## config.mk

```make
export PLATFORM = sky130hd
export DESIGN_NAME = dm_swallow_div
export DESIGN_NICKNAME = d
export VERILOG_FILES = /design/src/rtl/dm_swallow_pkg.sv /design/src/rtl/dm_dncount.sv /design/src/rtl/dm_cfg_check.sv /design/src/rtl/dm_swallow_seq.sv /design/src/rtl/dm_swallow_div.sv
export SDC_FILE = /design/constraint.sdc
export NUM_CORES = 1
export LEC_CHECK = 0
export BUFFER_PORTS_ARGS = -buffer_cell sky130_fd_sc_hd__buf_2
export CAP_MARGIN = 20
export CELL_PAD_IN_SITES_DETAIL_PLACEMENT = 2
export CELL_PAD_IN_SITES_GLOBAL_PLACEMENT = 2
export CORE_UTILIZATION = 27
export CTS_CLUSTER_SIZE = 40
export DETAILED_ROUTE_END_ITERATION = 10
export GPL_ROUTABILITY_DRIVEN = 0
export PLACE_DENSITY_LB_ADDON = 0.1
export SLEW_MARGIN = 20
export SYNTH_ARGS = -nofsm -noshare
export SYNTH_HDL_FRONTEND = slang
export SYNTH_SLANG_ARGS = --single-unit
```

## constraint.sdc

```tcl
create_clock -name clk -period 3.9 [get_ports clk]
set_clock_uncertainty 0.2 [all_clocks]
set_input_delay 0.975 -clock clk [delete_from_list [all_inputs] [get_ports clk]]
set_output_delay 0.975 -clock clk [all_outputs]
set_load 0.1 [all_outputs]
```

## src/rtl/dm_swallow_pkg.sv

```systemverilog
package dm_swallow_pkg;

   // Command to one down-counter: load from the programmed value, or step down by one.
   typedef struct packed {
      logic load;
      logic dec;
   } cnt_cmd_t;

   // Counter behaviour when asked to step below zero.
   typedef enum logic [0:0] {
      CNT_HOLD_AT_ZERO = 1'b0,
      CNT_WRAP         = 1'b1
   } cnt_floor_e;

endpackage

```

## src/rtl/dm_dncount.sv

```systemverilog
module dm_dncount
   import dm_swallow_pkg::*;
#(
   parameter int         W     = 8,
   parameter cnt_floor_e FLOOR = CNT_HOLD_AT_ZERO
) (
   input  logic         clk,
   input  logic         rst_n,
   input  cnt_cmd_t     cmd,
   input  logic [W-1:0] load_val,
   output logic         is_zero,
   output logic         is_one
);

   localparam logic [W-1:0] ZERO = '0;
   localparam logic [W-1:0] ONE  = {{(W-1){1'b0}}, 1'b1};

   generate
      if (W < 1) begin : g_bad_width
         $error("dm_dncount: W must be at least 1");
      end
   endgenerate

   logic [W-1:0] cnt_q;
   logic [W-1:0] step_val;

   generate
      if (FLOOR == CNT_HOLD_AT_ZERO) begin : g_floor
         assign step_val = (cnt_q == ZERO) ? ZERO : cnt_q - ONE;
      end else begin : g_wrap
         assign step_val = cnt_q - ONE;
      end
   endgenerate

   always_ff @(posedge clk or negedge rst_n) begin
      if (!rst_n) begin
         cnt_q <= ZERO;
      end else if (cmd.load) begin
         cnt_q <= load_val;
      end else if (cmd.dec) begin
         cnt_q <= step_val;
      end
   end

   assign is_zero = (cnt_q == ZERO);
   assign is_one  = (cnt_q == ONE);


   count_step_chk: assert property (@(posedge clk) disable iff (!rst_n)
      (cmd.dec && !cmd.load && (cnt_q != ZERO)) |=> (cnt_q == $past(cnt_q) - ONE));

endmodule

```

## src/rtl/dm_cfg_check.sv

```systemverilog
module dm_cfg_check #(
   parameter int N_W = 10,
   parameter int A_W = 7
) (
   input  logic           clk,
   input  logic           rst_n,
   input  logic [N_W-1:0] n_value,
   input  logic [A_W-1:0] a_value,
   output logic           cfg_bad
);

   localparam int CW = (N_W > A_W) ? N_W : A_W;

   logic [CW-1:0] n_ext;
   logic [CW-1:0] a_ext;

   generate
      if (N_W == CW) begin : g_n_wide
         assign n_ext = n_value;
      end else begin : g_n_pad
         assign n_ext = {{(CW-N_W){1'b0}}, n_value};
      end
      if (A_W == CW) begin : g_a_wide
         assign a_ext = a_value;
      end else begin : g_a_pad
         assign a_ext = {{(CW-A_W){1'b0}}, a_value};
      end
   endgenerate

   logic bad_now;
   assign bad_now = (n_ext == '0) || (a_ext > n_ext);

   always_ff @(posedge clk or negedge rst_n) begin
      if (!rst_n) begin
         cfg_bad <= 1'b0;
      end else begin
         cfg_bad <= bad_now;
      end
   end

endmodule

```

## src/rtl/dm_swallow_seq.sv

```systemverilog
module dm_swallow_seq
   import dm_swallow_pkg::*;
(
   input  logic     clk,
   input  logic     rst_n,
   input  logic     pulse_en,
   input  logic     n_zero,
   input  logic     n_one,
   input  logic     a_zero,
   output cnt_cmd_t n_cmd,
   output cnt_cmd_t a_cmd,
   output logic     mod_ctl,
   output logic     fv_strobe
);

   logic reload;
   logic finish;

   // The completing pulse and the empty-counter case both reload.
   assign finish = pulse_en && n_one;
   assign reload = n_zero || finish;

   assign n_cmd.load = reload;
   assign n_cmd.dec  = pulse_en && !reload;
   assign a_cmd.load = reload;
   assign a_cmd.dec  = pulse_en && !reload && !a_zero;

   // High once the swallow count is spent, while a cycle is loaded.
   assign mod_ctl = !n_zero && a_zero;

   always_ff @(posedge clk or negedge rst_n) begin
      if (!rst_n) begin
         fv_strobe <= 1'b0;
      end else begin
         fv_strobe <= finish;
      end
   end


   strobe_after_pulse_chk: assert property (@(posedge clk) disable iff (!rst_n)
      fv_strobe |-> $past(pulse_en));


   mc_fall_with_strobe_chk: assert property (@(posedge clk) disable iff (!rst_n)
      $fell(mod_ctl) |-> fv_strobe);


   mc_rise_cause_chk: assert property (@(posedge clk) disable iff (!rst_n)
      $rose(mod_ctl) |-> ($past(pulse_en) || $past(n_zero)));


   idle_freeze_chk: assert property (@(posedge clk) disable iff (!rst_n)
      (!pulse_en && !n_zero) |=> ($stable(mod_ctl) && !fv_strobe));

endmodule

```

## src/rtl/dm_swallow_div.sv

```systemverilog
module dm_swallow_div
   import dm_swallow_pkg::*;
#(
   parameter int N_W = 10,
   parameter int A_W = 7
) (
   input  logic           clk,
   input  logic           rst_n,
   input  logic           pulse_en,
   input  logic [N_W-1:0] n_value,
   input  logic [A_W-1:0] a_value,
   output logic           mod_ctl,
   output logic           fv_strobe,
   output logic           cfg_bad
);

   generate
      if (N_W < 2) begin : g_bad_nw
         $error("dm_swallow_div: N_W must be at least 2");
      end
      if (A_W < 1) begin : g_bad_aw
         $error("dm_swallow_div: A_W must be at least 1");
      end
   endgenerate

   cnt_cmd_t n_cmd;
   cnt_cmd_t a_cmd;
   logic     n_zero;
   logic     n_one;
   logic     a_zero;
   logic     a_one;

   dm_dncount #(.W(N_W), .FLOOR(CNT_HOLD_AT_ZERO)) u_n_cnt (
      .clk      (clk),
      .rst_n    (rst_n),
      .cmd      (n_cmd),
      .load_val (n_value),
      .is_zero  (n_zero),
      .is_one   (n_one)
   );

   dm_dncount #(.W(A_W), .FLOOR(CNT_HOLD_AT_ZERO)) u_a_cnt (
      .clk      (clk),
      .rst_n    (rst_n),
      .cmd      (a_cmd),
      .load_val (a_value),
      .is_zero  (a_zero),
      .is_one   (a_one)
   );

   dm_swallow_seq u_seq (
      .clk       (clk),
      .rst_n     (rst_n),
      .pulse_en  (pulse_en),
      .n_zero    (n_zero),
      .n_one     (n_one),
      .a_zero    (a_zero),
      .n_cmd     (n_cmd),
      .a_cmd     (a_cmd),
      .mod_ctl   (mod_ctl),
      .fv_strobe (fv_strobe)
   );

   dm_cfg_check #(.N_W(N_W), .A_W(A_W)) u_cfg (
      .clk     (clk),
      .rst_n   (rst_n),
      .n_value (n_value),
      .a_value (a_value),
      .cfg_bad (cfg_bad)
   );


   last_swallow_chk: assert property (@(posedge clk) disable iff (!rst_n)
      (a_one && a_cmd.dec) |=> mod_ctl);

endmodule

```

# Yosys cells after proc, flatten, opt, wreduce, memory -nomap -nowiden
# Index checks and enable logic that the tools add are counted.
[op_classes]
n_lt_le_gt_ge = 1
n_addsub = 2
eq_ne = 1
n_mux = 6
n_reduce_logical = 14
[op_table]
columns = ["operator", "n"]
rows = [
  ["$mux W10", 3],
  ["$mux W7", 3],
  ["$logic_not A10 Y1", 2],
  ["$eq A10 B1 Y1 const B", 1],
  ["$gt A7 B10 Y1", 1],
  ["$sub A10 B1 Y10 const B", 1],
  ["$logic_not A7 Y1", 1],
  ["$sub A7 B1 Y7 const B", 1],
  ["$logic_and A1 B1 Y1", 4],
  ["$reduce_bool A2 Y1", 2],
  ["$logic_not A1 Y1", 3],
  ["$logic_or A1 B1 Y1", 2],
]
[totals]
word_cells = 28
out_inout_bits = 3
input_bits = 20
register_bits = 19

# Logic depth before layout (Yosys ltp)
[depth]
word_depth = 8
mapped_depth = 7
depth_no_buf = 6

# Modules after synthesis
# A second synthesis with hierarchy kept.
[unflattened]
hier_cells = 164
hier_area_um2 = 1487.7
[modules_own_cells]
columns = ["mod", "area_per_inst_um2", "seq_area_each_um2", "n_inst", "cells_per_inst"]
rows = [
  ["dm_dncount (u_n_cnt)", 676.9, 250.2, 1, 76],
  ["dm_dncount (u_a_cnt)", 496.7, 175.2, 1, 53],
  ["dm_cfg_check", 227.7, 25.0, 1, 27],
  ["dm_swallow_seq", 86.3, 25.0, 1, 8],
]

# Worst setup path before layout
# Ideal clock, no wire load.
[synth_path]
kind = "register to output"
start = "register u_a_cnt.cnt_q[0]"
end = "output port mod_ctl"
required_time_ps = 2725
arrival_ps = 2921
path_buffers = 0
setup_slack_ps = -196
path_stages_with_launch = 6
cell_sequence = "dfrtp_1 -> inv_1 -> ha_1 -> or3b_1 -> or4_1 -> a21oi_1"
[synth_between]
elab_chain_cells = 2
[synth_rtl]
columns = ["element", "line_no", "text"]
rows = [
  ["from (decl)", "dm_dncount.sv:24", "logic [W-1:0] cnt_q;"],
  ["from (signal assigned)", "dm_dncount.sv:39", "cnt_q <= load_val;"],
  ["from (signal assigned)", "dm_dncount.sv:41", "cnt_q <= step_val;"],
  ["$logic_not A7 Y1", "dm_dncount.sv:45", "assign is_zero = (cnt_q == ZERO);"],
  ["$logic_and A1 B1 Y1", "dm_swallow_seq.sv:29", "assign mod_ctl = !n_zero && a_zero;"],
  ["to (decl)", "dm_swallow_div.sv:12", "output logic mod_ctl,"],
]
# Every way passes these cells.

# Worst setup path in the final report
# Same ends and word-level chain as after synthesis.

==> metrics <==
Max Clock Freq=285 MHz; yosys warns=0; number of vias per cell=4.84; ant diodes=0; hold_ws=0.331 ns; pre-CTS setup slack=0.635 ns; TritonCTS clock tree=yes; area grow syn2layout=16.2%; layout cells sized above 1=0.229; crit path launch type=flip-flop; Placed Instances=233; setup TNS=0 ns; number of port buffers=22; drt drc=0; crit-path max FO=4; PwrDens=585 nW/µm²; final setup violation count=0; largest net degree at the start of global routing=24; RSZ-0062 raised after global routing=false; Pre-antenna DRT Iters=4; Crit Path Category=reg -> out; chip width=72.5 µm; Pwr Total=0.910 mW; routed via count=1148; Hold Buf Count CTS=0; initial antenna violation count=0; min Tclk post-route=3.51 ns; Synth cell types=38; fin nets=203; clock latency on the worst-skew pair=0.26 ns; fin crit share=0.901; sinks on the clock net=19; Post-CTS Setup Repair Bufs=0; average wire per cell in the routed design=15.5 µm; clk slew on worst S/H paths=0.08 ns; status=finished, final reports clean; syn nets=179; Final ANT Viol Nets=0; max capacitance violation total=0; Die Span Y=72.5 µm; TritonCTS buffer count=3; Worst Slack Setup Final=0.386 ns; Die Area=5250 µm²; post-synthesis register bit count=19; WL final=3680 µm; Critical Path Sink Type=output pin; Root Buffer=clkbuf_8; P_leak=0.701 nW; final std cells w/o fill=237; post-synthesis instance total=147; commonest non-fill, non-tap cell in the layout=buf_2; Max Transition Viols Final=0; Remaining Overflow, GRT=0; H-tree depth=1; core area=4750 µm²; first-pass GRT wire length=6040 µm; vias in the first global route=1250; Hold Crit Class=reg -> reg; placed wire-length estimate=2990 µm; most frequent cells in the layout=22 x buf_2, 19 x dfrtp_1, 17 x nand2_1; Tot GR Track Use=0.153; Seq/Total Area, Yosys=0.355; Max IR drop VDD=0.187 mV; Initial Util=0.282; syn_area_per_cell=9.12 µm²; Rel. slew slack=0.422; pin slew with the least headroom to its limit=0.856 ns; Post-Syn Area=1340 µm²; clock buffer depth=2; DR iter-0 viols=24; Req. time, crit path=2.72 ns; Arr. time, crit path=2.34 ns; row count=25; I/O pins=23; PostCTS Resize Cnt=0; Hold Fails Final Rpt=0
==> final timing paths <==
kind	start	endpoint	slack [ns]	cells past startpoint
hold reg to reg	u_n_cnt.cnt_q[9]	u_n_cnt.cnt_q[9]	0.33	1
min in group asynchronous	rst_n	u_cfg.cfg_bad	0.47	1
hold / removal	u_n_cnt.cnt_q[9]	u_n_cnt.cnt_q[9]	0.33	1
max in group asynchronous	rst_n	u_n_cnt.cnt_q[0]	2.70	1
setup / recovery	u_a_cnt.cnt_q[0]	mod_ctl	0.39	6
setup reg to reg	u_n_cnt.cnt_q[3]	u_a_cnt.cnt_q[6]	1.50	5
==> through the flow <==
stage               cell area, µm²  utilization
floorplan                     1340            -
CTS                           1560        0.327
global placement              1510        0.318
detailed placement            1510        0.318
global route                  1560        0.327
finish                        1560        0.327
==> synthesized netlist by cell type, drive strengths merged <==
cell type	number	area, µm²
nor2	9	33.8
a21oi	13	65.1
nand2b	2	12.5
o31ai	3	27.5
xor2	1	8.76
xnor2	8	70.1
and3	2	12.5
a2111oi	1	15.0
nor4bb	2	20.0
nand2	17	63.8
nor3b	1	7.51
and2b	1	10.0
nand4	2	12.5
or3b	1	8.76
buf	4	35.0
ha	12	150
o41ai	1	8.76
and2	1	6.26
a22oi	1	12.5
inv	14	52.6
a21o	1	7.51
or4b	2	23.8
o21ai	14	70.1
nor2b	1	6.26
nor4b	1	8.76
or4	5	48.8
dfrtp	19	475
nor4	2	12.5
nand3	1	5.00
nor3	3	26.3
mux2	2	22.5
==> state kept, by name, summed over array words and instances (netlist names) <==
| name | cells |
|---|---|
| u_a_cnt.cnt_q | 7 |
| u_cfg.cfg_bad | 1 |
| u_n_cnt.cnt_q | 10 |
| u_seq.fv_strobe | 1 |
==> critical path: stages, from the launching register on <==
cell and delay [ns]:
dfrtp_1 0.37, inv_1 0.11, ha_1 0.17, or3b_1 0.38, or4_1 0.50, a21oi_2 0.13, buf_2 0.43
==> power by group <==
group          internal [mW]  switching (mW)
registers              0.287           0.101
clock network         0.0710          0.0679
logic                  0.176           0.208
==> routing by layer <==
metal | routed length [µm] | vias up | GRT usage
met5 | 0 | - | 0
met4 | 23 | 0 | 0.0436
met3 | 80 | 2 | 0.0208
met2 | 1690 | 15 | 0.256
met1 | 1890 | 570 | 0.206
li1 | - | 561 | -
==> area by class of cell <==
class / instances / area [µm²]
inverter: 14 / 52.6
fill: 558 / 3200
multi-input combinational: 110 / 781
sequential: 19 / 475
tap: 67 / 83.8
clock inverter: 1 / 5.00
timing repair buffer: 23 / 118
clock buffer: 3 / 41.3
==> logic make-up (layout without fill, tap and decap cells) <==
family,count (synthesis),count (layout),synth area share
buffers and inverters,18,41,0.0653
xor gates and xnor gates,9,9,0.0588
adders and majority gates,12,12,0.112
and+or+nand+nor,53,53,0.238
muxes,2,2,0.0168
DFF,19,19,0.355
AOI/OAI and AO/OA,34,34,0.154
Power figures use the tool's default switching activity.
